File: src/rtl/pfq_pkg.sv
package pfq_pkg;

  typedef enum logic [1:0] {
    OP_NONE = 2'b00,
    OP_FILL = 2'b01,
    OP_ADV  = 2'b10,
    OP_EXT  = 2'b11
  } pfq_op_e;

  typedef enum logic [2:0] {
    S_IDLE = 3'd0,
    S_F1   = 3'd1,
    S_MV1  = 3'd2,
    S_F2   = 3'd3,
    S_MV2  = 3'd4,
    S_XF   = 3'd5
  } pfq_st_e;

  // States in which a bus read is wanted
  function automatic logic wants_read(input pfq_st_e st);
    return (st == S_F1) || (st == S_F2) || (st == S_XF);
  endfunction

  // Extension loop: the final word of the stage goes to the queue
  function automatic logic last_ext(input logic [7:0] left);
    return left == 8'd1;
  endfunction

endpackage

File: src/rtl/pfq_addr_ctr.sv
module pfq_addr_ctr #(
  parameter int AW = 24
) (
  input  logic          clk,
  input  logic          rst_n,
  input  logic          load,
  input  logic [AW-1:0] load_addr,
  input  logic          step,
  output logic [AW-1:0] addr
);
  localparam logic [AW-1:0] STEP = AW'(2);

  always_ff @(posedge clk) begin
    if (!rst_n)     addr <= '0;
    else if (load)  addr <= load_addr;
    else if (step)  addr <= addr + STEP;
  end
endmodule

File: src/rtl/pfq_bus_eng.sv
module pfq_bus_eng #(
  parameter int AW      = 24,
  parameter int MIN_CYC = 4
) (
  input  logic          clk,
  input  logic          rst_n,
  input  logic          go,
  input  logic [AW-1:0] addr_in,
  input  logic          rd_rdy,
  output logic          rd_req,
  output logic [AW-1:0] rd_addr,
  output logic          done
);
  localparam int AGW = $clog2(MIN_CYC + 1);
  localparam logic [AGW-1:0] LAST = AGW'(MIN_CYC - 1);

  logic           active;
  logic [AGW-1:0] age;
  logic [AW-1:0]  addr_q;

  assign done    = active && rd_rdy && (age >= LAST);
  assign rd_req  = active;
  assign rd_addr = addr_q;

  always_ff @(posedge clk) begin
    if (!rst_n) begin
      active <= 1'b0;
      age    <= '0;
      addr_q <= '0;
    end else if (go && !active) begin
      active <= 1'b1;
      age    <= '0;
      addr_q <= addr_in;
    end else if (done) begin
      active <= 1'b0;
    end else if (active && (age != LAST)) begin
      age <= age + AGW'(1);
    end
  end

  // a stalled read keeps its request and address
  a_r9_hold_stall: assert property (@(posedge clk) disable iff (!rst_n)
    (rd_req && !rd_rdy) |=> (rd_req && $stable(rd_addr)));
endmodule

File: src/rtl/pfq_regs.sv
module pfq_regs #(
  parameter int DW = 16
) (
  input  logic          clk,
  input  logic          rst_n,
  input  logic          clr,
  input  logic          ld_irc,
  input  logic [DW-1:0] irc_d,
  input  logic          mv_irc_ir,
  input  logic          mv_ir_ird,
  output logic [DW-1:0] irc,
  output logic [DW-1:0] ir,
  output logic [DW-1:0] ird,
  output logic          irc_v,
  output logic          ir_v,
  output logic          ird_v
);
  always_ff @(posedge clk) begin
    if (!rst_n) begin
      irc <= '0; ir <= '0; ird <= '0;
      irc_v <= 1'b0; ir_v <= 1'b0; ird_v <= 1'b0;
    end else if (clr) begin
      irc_v <= 1'b0; ir_v <= 1'b0; ird_v <= 1'b0;
    end else begin
      if (ld_irc) begin
        irc   <= irc_d;
        irc_v <= 1'b1;
      end else if (mv_irc_ir) begin
        irc_v <= 1'b0;
      end
      if (mv_irc_ir) begin
        ir   <= irc;
        ir_v <= irc_v;
      end else if (mv_ir_ird) begin
        ir_v <= 1'b0;
      end
      if (mv_ir_ird) begin
        ird   <= ir;
        ird_v <= ir_v;
      end
    end
  end

  // the decode register only takes a word that the queue held
  a_r4_ird_from_queue: assert property (@(posedge clk) disable iff (!rst_n)
    (mv_ir_ird && !clr) |=> (ird == $past(ir)));
endmodule

File: src/rtl/pfq_seq.sv
module pfq_seq
  import pfq_pkg::*;
#(
  parameter int XCW = 3
) (
  input  logic           clk,
  input  logic           rst_n,
  input  logic           cmd_valid,
  input  logic [1:0]     cmd_op,
  input  logic [XCW-1:0] cmd_cnt,
  input  logic           q_full,
  input  logic           bus_done,
  input  logic           bus_active,
  output logic           bus_go,
  output logic           ctr_load,
  output logic           regs_clr,
  output logic           ld_irc,
  output logic           mv1,
  output logic           mv2,
  output logic           xw_fire,
  output logic           busy
);
  pfq_st_e        st, st_n;
  logic [XCW-1:0] left, left_n;
  logic           last_w;

  assign last_w = last_ext(8'(left));
  assign busy   = (st != S_IDLE);
  assign bus_go = wants_read(st) && !bus_active;

  always_comb begin
    st_n     = st;
    left_n   = left;
    ctr_load = 1'b0;
    regs_clr = 1'b0;
    ld_irc   = 1'b0;
    mv1      = 1'b0;
    mv2      = 1'b0;
    xw_fire  = 1'b0;
    case (st)
      S_IDLE: if (cmd_valid) begin
        if (cmd_op == OP_FILL) begin
          ctr_load = 1'b1;
          regs_clr = 1'b1;
          st_n     = S_F1;
        end else if ((cmd_op == OP_ADV) && q_full) begin
          st_n = S_MV1;
        end else if ((cmd_op == OP_EXT) && q_full && (cmd_cnt != '0)) begin
          left_n = cmd_cnt;
          st_n   = S_XF;
        end
      end
      S_F1: if (bus_done) begin
        ld_irc = 1'b1;
        st_n   = S_MV1;
      end
      S_MV1: begin
        mv1  = 1'b1;
        st_n = S_F2;
      end
      S_F2: if (bus_done) begin
        ld_irc = 1'b1;
        st_n   = S_MV2;
      end
      S_MV2: begin
        mv2  = 1'b1;
        st_n = S_IDLE;
      end
      S_XF: if (bus_done) begin
        if (last_w) begin
          ld_irc = 1'b1;
          st_n   = S_IDLE;
        end else begin
          xw_fire = 1'b1;
          left_n  = left - XCW'(1);
        end
      end
      default: st_n = S_IDLE;
    endcase
  end

  always_ff @(posedge clk) begin
    if (!rst_n) begin
      st   <= S_IDLE;
      left <= '0;
    end else begin
      st   <= st_n;
      left <= left_n;
    end
  end

  // an extension command with a zero count leaves the block idle
  a_r7_zero_ext: assert property (@(posedge clk) disable iff (!rst_n)
    (st == S_IDLE && cmd_valid && cmd_op == OP_EXT && cmd_cnt == '0) |=> (st == S_IDLE));
endmodule

File: src/rtl/pfq_top.sv
module pfq_top
  import pfq_pkg::*;
#(
  parameter int AW      = 24,
  parameter int DW      = 16,
  parameter int XCW     = 3,
  parameter int MIN_CYC = 4   // at least 4 bus cycles per read
) (
  input  logic           clk,
  input  logic           rst_n,
  input  logic           cmd_valid,
  input  logic [1:0]     cmd_op,
  input  logic [XCW-1:0] cmd_cnt,
  input  logic [AW-1:0]  cmd_addr,
  output logic           rd_req,
  output logic [AW-1:0]  rd_addr,
  input  logic [DW-1:0]  rd_data,
  input  logic           rd_rdy,
  output logic [DW-1:0]  opcode,
  output logic [DW-1:0]  ext_word,
  output logic           xw_valid,
  output logic [DW-1:0]  xw_data,
  output logic           q_ready,
  output logic           busy
);
  localparam logic [AW-1:0] STEP = AW'(2);

  // Named internal events
  logic          bus_go, bus_done;
  logic          ctr_load, regs_clr, ld_irc, mv1, mv2, xw_fire;
  logic [AW-1:0] ctr_addr;
  logic [DW-1:0] irc, ir, ird;
  logic          irc_v, ir_v, ird_v, q_full;

  assign q_full = irc_v && ird_v;

  pfq_seq #(.XCW(XCW)) u_seq (
    .clk(clk), .rst_n(rst_n),
    .cmd_valid(cmd_valid), .cmd_op(cmd_op), .cmd_cnt(cmd_cnt),
    .q_full(q_full), .bus_done(bus_done), .bus_active(rd_req),
    .bus_go(bus_go), .ctr_load(ctr_load), .regs_clr(regs_clr),
    .ld_irc(ld_irc), .mv1(mv1), .mv2(mv2), .xw_fire(xw_fire), .busy(busy)
  );

  pfq_addr_ctr #(.AW(AW)) u_ctr (
    .clk(clk), .rst_n(rst_n), .load(ctr_load), .load_addr(cmd_addr),
    .step(bus_done), .addr(ctr_addr)
  );

  pfq_bus_eng #(.AW(AW), .MIN_CYC(MIN_CYC)) u_bus (
    .clk(clk), .rst_n(rst_n), .go(bus_go), .addr_in(ctr_addr),
    .rd_rdy(rd_rdy), .rd_req(rd_req), .rd_addr(rd_addr), .done(bus_done)
  );

  pfq_regs #(.DW(DW)) u_regs (
    .clk(clk), .rst_n(rst_n), .clr(regs_clr),
    .ld_irc(ld_irc), .irc_d(rd_data), .mv_irc_ir(mv1), .mv_ir_ird(mv2),
    .irc(irc), .ir(ir), .ird(ird), .irc_v(irc_v), .ir_v(ir_v), .ird_v(ird_v)
  );

  assign opcode   = ird;
  assign ext_word = irc;
  assign q_ready  = !busy && q_full;

  always_ff @(posedge clk) begin
    if (!rst_n) begin
      xw_valid <= 1'b0;
      xw_data  <= '0;
    end else begin
      xw_valid <= xw_fire;
      if (xw_fire) xw_data <= rd_data;
    end
  end

  // no read in flight at an instruction boundary
  a_r4_quiet_boundary: assert property (@(posedge clk) disable iff (!rst_n)
    q_ready |-> !rd_req);
  // a read request lasts at least four cycles
  a_r5_min_len: assert property (@(posedge clk) disable iff (!rst_n)
    $fell(rd_req) |-> ($past(rd_req, 2) && $past(rd_req, 3) && $past(rd_req, 4)));
  // bypassed extension words only come out during a command
  a_r6_xw_in_stage: assert property (@(posedge clk) disable iff (!rst_n)
    xw_valid |-> $past(busy));
  // advance or extension on an unfilled queue does not start
  a_r8_no_start_empty: assert property (@(posedge clk) disable iff (!rst_n)
    (!busy && !q_full && cmd_valid && (cmd_op == OP_ADV || cmd_op == OP_EXT)) |=> !busy);
  // each completed read moves the address forward by one word
  a_r2_addr_step: assert property (@(posedge clk) disable iff (!rst_n)
    bus_done |=> (ctr_addr == $past(ctr_addr) + STEP));
endmodule

File: config.mk
export PLATFORM = sky130hd
export DESIGN_NAME = pfq_top
export DESIGN_NICKNAME = d
export VERILOG_FILES = /design/src/rtl/pfq_pkg.sv /design/src/rtl/pfq_addr_ctr.sv /design/src/rtl/pfq_bus_eng.sv /design/src/rtl/pfq_regs.sv /design/src/rtl/pfq_seq.sv /design/src/rtl/pfq_top.sv
export SDC_FILE = /design/constraint.sdc
export NUM_CORES = 1
export LEC_CHECK = 0
export ABC_CLOCK_PERIOD_IN_PS = 2700
export BUFFER_PORTS_ARGS = -buffer_cell sky130_fd_sc_hd__buf_2
export CORE_ASPECT_RATIO = 1.4
export CORE_MARGIN = 3
export CORE_UTILIZATION = 48
export DETAILED_ROUTE_END_ITERATION = 12
export GPL_ROUTABILITY_DRIVEN = 0
export PLACE_DENSITY_LB_ADDON = 0.12
export SLEW_MARGIN = 10
export SYNTH_ARGS = -nofsm -noshare
export SYNTH_HDL_FRONTEND = slang
export SYNTH_SLANG_ARGS = --single-unit
File: constraint.sdc
create_clock -name clk -period 2.7 [get_ports clk]
set_input_delay 0.135 -clock clk [delete_from_list [all_inputs] [get_ports clk]]
set_output_delay 0.135 -clock clk [all_outputs]
set_load 0.03 [all_outputs]
==> metrics, run 1 <==
Placed Instance Area slightly below 6000 um^2; CTS root buf clkbuf_16; RSZ-0062 raised after global routing no; Sw Ratio 25.9%; post-layout net count around 830; status complete, no violations; DRC viols 0; Post-DP HPWL about 8500 um; Final Skew 0.00951 ns; worst path cell trace ha_1, ha_1, a211oi_4, nor2_2, nand2_1, nand2_1, a21oi_1; asr flop ratio synth 0%; drt via density 5.17; Seq/Total Area, Yosys between 40% and 50%; CP max-delay cell nand2_1; Max-Cap Viols 0; Core Region ~10000 um^2; final-layout fill cell count 934; GRT Overall Usage 21.6%; IO Port Bufs 124; Vias 4764; Initial Utilization 49.7%; Max Slew Vio Count 0; Gate Count Post-Synth 647; biggest cell delay along the critical path 0.47 ns; Final setup viols 0; Lkg Pwr 0.00265 uW; Mapped Nets 701; CP endpoint kind register; Post-synth EDFFs 0; HP Class in2reg; IO Pins 125; VDD IR max 0.000487 V; fin crit share 80.7%; n_diodes 0; Longest Clk Path Bufs 2; Clock power frac 47.4%; critical path peak fanout 17; switching pwr around 1300 uW; Post-Route WL 12500 um; Highest Clock Rate 0.459 GHz; CTS buffer count 17; Die Width between 90 and 100 um; pwr/cell area approximately 740 nW/um^2; most frequent cells in the layout nand2_1 (207), dfxtp_1 (126), buf_2 (124), a21oi_1 (110), o21ai_0 (24); TNS Setup 0 ns; vias in the first global route 4662; clk_lat worst skew 0.41 ns; Final Hold Viols 0; CTS tree built; clock sinks 126; Cell Rows 44; Final min period 2.18 ns; most common cell after layout, fill and taps aside nand2_1; CTS resizes 0; R2R Setup Slk around 0.52 ns; share of cells above drive strength 1 22.8%; combinational share of power about 11%; Worst-path clk slew approximately 0.06 ns; initial antenna violation count 0; Main synth FF type dfxtp_1; Routed Antenna Nets 0; Slew @ Worst Pin about 1.1 ns; synth warn 0; Slew headroom 27.2%; average cell area after synthesis 8.03 um^2; largest net degree at the start of global routing 103; routed len/inst roughly 14 um; gr ovfl total 0; Die Span Y 129 um; startpoint class of the critical path register; layout overhead on the synthesized area 27.0%; Sequential Power Share 41.4%; first-pass GRT wire length 21000 um; mapped cell area 5200 um^2; initial DRC count around 170; Critical path buffers and inverters 0; Top delay family on crit path simple AND/OR/NAND/NOR gates; Pre-Repair DR Iteration Count 4; Crit Path Category reg2reg; Internal between 3000 and 4000 uW; CP required 3.02 ns; Crit path arrival time 2.50 ns; Final Cell Area 6600 um^2; CTS HTree Levels 4; Die ar. 12100 um^2; Synth cell types 46; flops & latches, synth around 130
==> power groups by stage <==
| stage | Combinational, uW | Sequential [uW] | Clock (uW) |
|---|---|---|---|
| global placement | 515 | 2050 | 0 |
| floorplan | 384 | 2040 | 0 |
| CTS | 547 | 2010 | 2340 |
| finish | 540 | 2010 | 2300 |
| detailed placement | 524 | 2050 | 0 |
| global route | 604 | 2020 | 2430 |
==> Yosys cell counts (3+ instances only) <==
library cell	n	share of area [%]
nand2_1	207	15
dfxtp_1	126	49
a21oi_1	110	11
o21ai_0	24	2.3
nor2_1	20	1.4
clkbuf_1	19	1.4
buf_2	16	1.5
xor2_1	16	2.7
nand3_1	9	0.87
inv_1	7	0.51
nand4_1	7	0.84
a211oi_2	6	1.4
xnor2_1	6	1.0
and3_1	5	0.60
and4_1	5	0.84
ha_1	5	1.2
a31oi_1	4	0.48
and2_1	4	0.48
mux2i_1	4	0.77
o31ai_1	4	0.58
or3_1	4	0.48
a211oi_1	3	0.43
buf_4	3	0.43
nor3_1	3	0.29
==> flip-flops by register name, summed over array words and instances (netlist names) <==
signal         count
u_regs.ird        16
xw_data           16
u_seq.left         3
u_regs.irc        16
u_regs.ir         16
u_ctr.addr        24
u_bus.rd_addr     24
u_regs.ird_v       1
u_seq.st           3
u_bus.rd_req       1
u_regs.irc_v       1
u_regs.ir_v        1
xw_valid           1
u_bus.age          3
==> logic make-up (layout without fill, tap and decap cells) <==
group / count (synthesis) / in the layout / synth area share [%]
xor+xnor: 22 / 22 / 3.71
flops: 126 / 126 / 48.5
fa+ha+maj: 5 / 5 / 1.20
mux: 4 / 4 / 0.770
buf+inv: 48 / 185 / 4.45
simple gates: 281 / 281 / 23.8
compound gates: 161 / 161 / 17.6
==> layer usage <==
layer | global-route usage (%) | part of all wire, % | vias up
met5 | 0 | 0 | -
met4 | 9.18 | 2.0 | 0
met3 | 7.14 | 6.1 | 23
met2 | 37.9 | 51 | 128
met1 | 23.6 | 40 | 2183
li1 | - | - | 2430
==> layout make-up <==
| class | instances | area [um^2] | area share, % |
|---|---|---|---|
| well taps | 138 | 173 | 2.62 |
| flip-flops and latches | 126 | 2520 | 38.2 |
| repair buffers | 146 | 828 | 12.5 |
| clock buffers | 19 | 443 | 6.71 |
| multi-input cells | 473 | 2440 | 37.0 |
| inverters | 7 | 27.5 | 0.417 |
| clock inverters | 13 | 165 | 2.50 |
==> final timing paths <==
path | start | to | cells after the start
worst max-delay path | u_bus.age[0]$_SDFFE_PP0P_ | xw_data[5]$_SDFFE_PN0P_ | 7
worst min-delay path | cmd_addr[16] | u_ctr.addr[16]$_SDFFE_PN0P_ | 3
worst max register to register | u_bus.age[0]$_SDFFE_PP0P_ | xw_data[5]$_SDFFE_PN0P_ | 7
worst min register to register | u_regs.ir[9]$_SDFFE_PN0P_ | u_regs.ird[9]$_SDFFE_PN0P_ | 2
==> metrics by stage <==
stage / power [uW] / setup WS, ns / std cells / util, % / hold WS, ns
2_1_floorplan: 2430 / 0.775 / 647 / - / 0.271
3_3_place_gp: 2560 / 0.630 / 873 / 55.7 / 0.376
3_5_place_dp: 2570 / 0.531 / 873 / 55.7 / 0.384
4_1_cts: 4890 / 0.509 / 922 / 63.1 / 0.0127
5_1_grt: 5060 / 0.296 / 922 / 63.1 / 0.0266
6_report: 4850 / 0.522 / 922 / 63.1 / 0.0283
==> repair_timing <==
action                                  4_1_cts  5_1_grt
hold buffers                                 17        0
setup buffers                                 0        0
hold endpoints to repair                     33        0
endpoints found under the setup margin        0        0
==> worst min-delay path, delay by kind of cell <==
family,cells,cell delay (ns)
buf+inv,1,0.07
compound gates,2,0.18
No activity file was read; power rests on OpenSTA's default activity.
==> inputs of run 2 (changes only) <==
--- a/config.mk
+++ b/config.mk
@@ -5,7 +5,7 @@
 export SDC_FILE = /design/constraint.sdc
 export NUM_CORES = 1
 export LEC_CHECK = 0
-export ABC_CLOCK_PERIOD_IN_PS = 2700
+export ABC_CLOCK_PERIOD_IN_PS = 2200
 export BUFFER_PORTS_ARGS = -buffer_cell sky130_fd_sc_hd__buf_2
 export CORE_ASPECT_RATIO = 1.4
 export CORE_MARGIN = 3
==> constraint.sdc (replaced) <==
create_clock -name clk -period 2.2 [get_ports clk]
set_input_delay 0.11 -clock clk [delete_from_list [all_inputs] [get_ports clk]]
set_output_delay 0.11 -clock clk [all_outputs]
set_load 0.03 [all_outputs]
==> run 2 against run 1 <==
  * Hold slack worse by 0.012 ns
  * Clock power up 26%
  * Wire length up 2.2%
  * Worst setup slack worse by 0.33 ns
==> metrics, run 2 (synthesis results as in run 1) <==
Final Hold Viols 0; DRC viols 0; CTS buffer count 17; CP required 2.49 ns; Critical path buffers and inverters 0; Pre-Repair DR Iteration Count 4; GRT Overall Usage 21.7%; most common cell after layout, fill and taps aside nand2_1; CP max-delay cell dfxtp_1; gr ovfl total 0; hold endpoint u_ctr.addr[18]$_SDFFE_PN0P_; drt via density 5.11; Placed Instance Area 5900 um^2; TNS Setup 0 ns; largest net degree at the start of global routing 75; Die Span Y 129 um; Longest Clk Path Bufs 2; Max-Cap Viols 0; Vias 4784; Finished Layout Cells 936; Die Width approximately 94 um; Die ar. 12100 um^2; Core Region 10500 um^2; critical path peak fanout 6; Post-DP HPWL 8810 um; Worst R2R Path Depth 7; worst r2r dst u_bus.age[1]$_SDFFE_PP0P_; total setup buffers inserted after CTS 0; RSZ-0062 raised after global routing yes; IO Port Bufs between 100 and 150; Final Power 6070 uW; Slew headroom 58.0%; share of cells above drive strength 1 23.3%; Routed Antenna Nets 0; Util after Layout between 60% and 70%; Worst Min Path Start cmd_addr[18]; Post-Route WL between 10000 and 15000 um; hold path cells 3; status complete, no violations; R2R Setup Slk 0.19 ns; Final Skew 0.00856 ns; register area approximately 2500 um^2; CTS root buf clkbuf_16; IO Pins around 130; Final setup viols 0; initial antenna violation count 0; most frequent cells in the layout nand2_1 (207), dfxtp_1 (126), buf_2 (124), a21oi_1 (110), o21ai_0 (24); vias in the first global route 4649; clock sinks 126; layout overhead on the synthesized area 29.8%; Slew @ Worst Pin ~0.63 ns; worst r2r src u_bus.age[0]$_SDFFE_PP0P_; first-pass GRT wire length 21200 um; routed len/inst 13.7 um; HP Class in2reg; Cell Rows 44; CP startpoint u_bus.age[0]$_SDFFE_PP0P_; worst path cell trace ha_1, ha_1, a211oi_4, o21ai_0, nor2_1, mux2i_1, nor2_1; biggest cell delay along the critical path between 0.3 and 0.4 ns; n_diodes 0; clk_lat worst skew 0.40 ns; final-layout fill cell count between 900 and 1000; VDD IR max 0.000569 V; area of the multi-input gates 2450 um^2; startpoint class of the critical path register; Lkg Pwr between 0.002 and 0.003 uW; initial DRC count 144; fin crit share 91.4%; Crit path arrival time 2.30 ns; Crit Path Category reg2reg; Top delay family on crit path compound AO/OA/AOI/OAI gates; Initial Utilization between 40 and 50%; Worst-path clk slew approximately 0.050 ns; pwr/cell area 900 nW/um^2; Final min period 2.01 ns; CTS HTree Levels 4; Placed Cells 881; CTS tree built; CP endpoint kind register; Max Slew Vio Count 0; Final Cell Area a little under 7000 um^2; post-layout net count 839; Highest Clock Rate between 0.4 and 0.5 GHz
run 2: changes by cell type in the layout (fill, tap and decap cells not counted), sizes merged:
cell	delta
buf	+8
dlygate4sd3	+6
clkbuf	+3
inv	-1
bufinv	+1
clkinvlp	-2
clkinv	-1
run 2: worst max-delay path by stage:
stage                                        endpoint  slack (ns)  depth (start not counted)
final                       u_bus.age[1]$_SDFFE_PP0P_        0.19                          7
after global routing        u_bus.age[2]$_SDFFE_PP0P_       -0.02                          7
after CTS                  u_regs.irc[5]$_SDFFE_PN0P_        0.02                          7
after detailed placement   u_regs.irc[5]$_SDFFE_PN0P_        0.05                          7
after global placement     u_regs.irc[1]$_SDFFE_PN0P_        0.18                          7
after floorplan           u_regs.irc[10]$_SDFFE_PN0P_        0.28                          9
run 2: through the flow:
stage	setup slack, ns	hold slack, ns
finish	0.189	0.0164
detailed placement	0.0475	0.370
floorplan	0.275	0.246
CTS	0.0235	0.00506
global placement	0.176	0.349
global route	-0.0163	0.00976
run 2: worst register-to-register path: stages (launching register included):
cell and delay [ns]:
dfxtp_1 0.35, ha_1 0.22, ha_1 0.23, a211oi_4 0.33, o21ai_0 0.17, nor2_1 0.31, mux2i_1 0.24, nor2_1 0.06
run 2: cell type report:
cell class / count / share of cell area, %
Clock buffer: 22 / 6.73
Multi-Input combinational cell: 473 / 36.3
Tap cell: 138 / 2.56
Clock inverter: 10 / 2.41
Timing Repair Buffer: 160 / 14.2
Inverter: 7 / 0.408
Sequential cell: 126 / 37.4
run 2: power breakdown:
group	internal (uW)	switching (uW)	total, uW
Sequential	2360	82.4	2450
Clock	1920	967	2890
Combinational	267	464	732
run 2: timing repair:
item	4_1_cts	5_1_grt
endpoints found under the setup margin	0	34
resized for setup	0	2
hold endpoints to repair	39	0
hold buffers	23	0
run 2: layer usage:
metal / vias up / wire length, um / track usage, %
met5: - / 0 / 0
met1: 2207 / 5260 / 24.3
met3: 9 / 748 / 6.04
li1: 2450 / - / -
met2: 118 / 6690 / 39.5
met4: 0 / 118 / 6.80
==> inputs of run 3 (changes only) <==
--- a/config.mk
+++ b/config.mk
@@ -12,7 +12,7 @@
 export CORE_UTILIZATION = 48
 export DETAILED_ROUTE_END_ITERATION = 12
 export GPL_ROUTABILITY_DRIVEN = 0
-export PLACE_DENSITY_LB_ADDON = 0.12
+export PLACE_DENSITY = 0.73
 export SLEW_MARGIN = 10
 export SYNTH_ARGS = -nofsm -noshare
 export SYNTH_HDL_FRONTEND = slang
==> run 3 against run 2 <==
  * Register-to-register slack worse by 0.06 ns
  * Final cell count grew 0.21%
  * Worst setup slack lost 0.060 ns
  * Wire length down 0.30%
  * Sequential cell count unchanged
  * Clock power down 9.0%
  * Core utilization is 0.28 points lower
  * Count of clock-buffer cells in the layout is 3 lower
  * Sequential power is essentially flat
  * Via count increased by 0.71%
  * Critical path type unchanged
  * Highest routed layer unchanged
==> metrics, run 3 (synthesis results as in run 1) <==
DRC viols 0; Worst-path clk slew 0.06 ns; CP required about 2.5 ns; IO Port Bufs about 120; Final Hold Viols 0; Final setup viols 0; Final Power 5810 uW; initial antenna violation count 0; GRT Overall Usage 21.7%; drt via density 5.14; Final min period roughly 2.1 ns; Highest Clock Rate 0.483 GHz; Top delay family on crit path compound AO/OA/AOI/OAI gates; Clock power frac a little under half; n_diodes 0; CP endpoint kind register; first-pass GRT wire length 20900 um; routed length on met1 5060 um; top layer in use met4; Max-Cap Viols 0; pwr/cell area 865 nW/um^2; Sequential Power Share around two fifths; Post-DP HPWL approximately 8800 um; Routed Antenna Nets 0; Core Region 10500 um^2; Final Cell Area 6720 um^2; layout overhead on the synthesized area 29.2%; most common cell after layout, fill and taps aside nand2_1; total setup buffers inserted after CTS 0; Hold WS 0.0111 ns; RSZ-0062 raised after global routing yes; clk_lat worst skew 0.42 ns; routed len/inst 13.6 um; Die Width between 90 and 100 um; most frequent cells in the layout nand2_1 (207), dfxtp_1 (126), buf_2 (124), a21oi_1 (110), dlygate4sd3_1 (26); initial DRC count 143; largest net degree at the start of global routing 66; Crit Path Category reg2reg; Placed Cells 880; hold endpoint u_ctr.addr[6]$_SDFFE_PN0P_; CTS tree built; Finished Layout Cells between 900 and 1000; WL met3 between 900 and 1000 um; CP max-delay cell a211oi_4; biggest cell delay along the critical path roughly 0.36 ns; clock sinks roughly 130; cell with the most instances on the worst path ha_1; worst path cell trace ha_1, ha_1, a211oi_4, nor2_2, o211a_1, nand2_1, mux2i_1; Internal between 4000 and 5000 uW; startpoint class of the critical path register; final-layout fill cell count 909; HP Class in2reg; Pre-Repair DR Iteration Count 5; Placed Instance Area 5890 um^2; Die ar. 12100 um^2; CTS buffer count 17; Final Skew 0.0107 ns; share of cells above drive strength 1 23.5%; CTS HTree Levels 4; Initial Utilization 49.7%; post-layout net count 841; Worst R2R Path Depth 7; worst r2r src u_bus.age[0]$_SDFFE_PP0P_; CTS root buf clkbuf_16; IO Pins approximately 130; WL met2 about 6500 um; Max Slew Vio Count 0; fin crit share 94.1%; worst r2r dst u_seq.left[2]$_SDFFE_PN0P_; Longest Clk Path Bufs 2; Slew headroom approximately three fifths; R2R Setup Slk 0.13 ns; status complete, no violations; Crit path arrival time between 2 and 2.5 ns; Post-Route WL 12800 um; Vias 4818; Sw Ratio ~28%; Die Span Y between 100 and 150 um; vias in the first global route approximately 4600; switching pwr 1600 uW; hold path cells 3; critical path peak fanout 9; Lkg Pwr 0.00271 uW; gr ovfl total 0; Cell Rows 44; Slew @ Worst Pin 0.609 ns; Worst Min Path Start cmd_addr[6]; VDD IR max 0.000651 V; Critical path buffers and inverters 0; combinational share of power 12.7%
## run 3: changes by cell type in the layout (fill, tap and decap cells not counted), sizes merged
cell	delta
clkbuf	-3
buf	-1
bufinv	-3
inv	+6
clkinvlp	+2
clkinv	-2
dlygate4sd3	+3
## run 3: power by group through the flow
stage          sequential (uW)  combinational [uW]  clock [uW]
6_report                  2440                 739        2630
5_1_grt                   2450                 815        2760
4_1_cts                   2440                 737        2680
3_5_place_dp              2490                 697           0
3_3_place_gp              2480                 679           0
2_1_floorplan             2510                 471           0
## run 3: area by class of cell
cell class	instances	area, um^2	area share (%)
repair buffers	162	983	14.6
multi-input cells	473	2450	36.5
inverters	7	27.5	0.410
well taps	138	173	2.57
clock inverters	13	130	1.94
flip-flops and latches	126	2520	37.5
clock buffers	19	433	6.44
## run 3: worst max path at each step
stage,slack (ns),start,to,cells after the start
after floorplan,0.28,u_bus.age[0]$_SDFFE_PP0P_,u_regs.irc[10]$_SDFFE_PN0P_,9
after global placement,0.17,u_bus.age[0]$_SDFFE_PP0P_,u_regs.irc[7]$_SDFFE_PN0P_,7
after detailed placement,0.04,u_bus.age[0]$_SDFFE_PP0P_,u_regs.irc[11]$_SDFFE_PN0P_,7
after CTS,0.03,u_bus.age[0]$_SDFFE_PP0P_,u_regs.irc[11]$_SDFFE_PN0P_,7
after global routing,-0.006,u_bus.age[0]$_SDFFE_PP0P_,u_regs.irc[3]$_SDFFE_PN0P_,7
final,0.13,u_bus.age[0]$_SDFFE_PP0P_,u_seq.left[2]$_SDFFE_PN0P_,7
## run 3: metrics by stage
stage / utilization (%) / worst slack [ns] / setup TNS (ns)
2_1_floorplan: - / 0.275 / 0
3_3_place_gp: 56.3 / 0.174 / 0
3_5_place_dp: 56.3 / 0.0433 / 0
4_1_cts: 64.2 / 0.0311 / 0
5_1_grt: 64.2 / -0.00578 / -0.0113
6_report: 64.2 / 0.129 / 0
## run 3: what timing repair did
item,CTS,global route
hold buffers,26,0
hold endpoints to repair,42,0
resized for setup,0,3
setup endpoints to repair,0,34
## run 3: worst reg2reg max path, stage by stage (launching register included)
cell and delay [ns]:
dfxtp_1 0.35, ha_1 0.22, ha_1 0.25, a211oi_4 0.36, nor2_2 0.18, o211a_1 0.30
nand2_1 0.13, mux2i_1 0.21
## run 3: per-layer routing
layer | track usage [%] | up-vias
li1 | - | 2453
met1 | 23.3 | 2199
met2 | 37.9 | 146
met3 | 8.07 | 20
met4 | 9.27 | 0
met5 | 0 | -
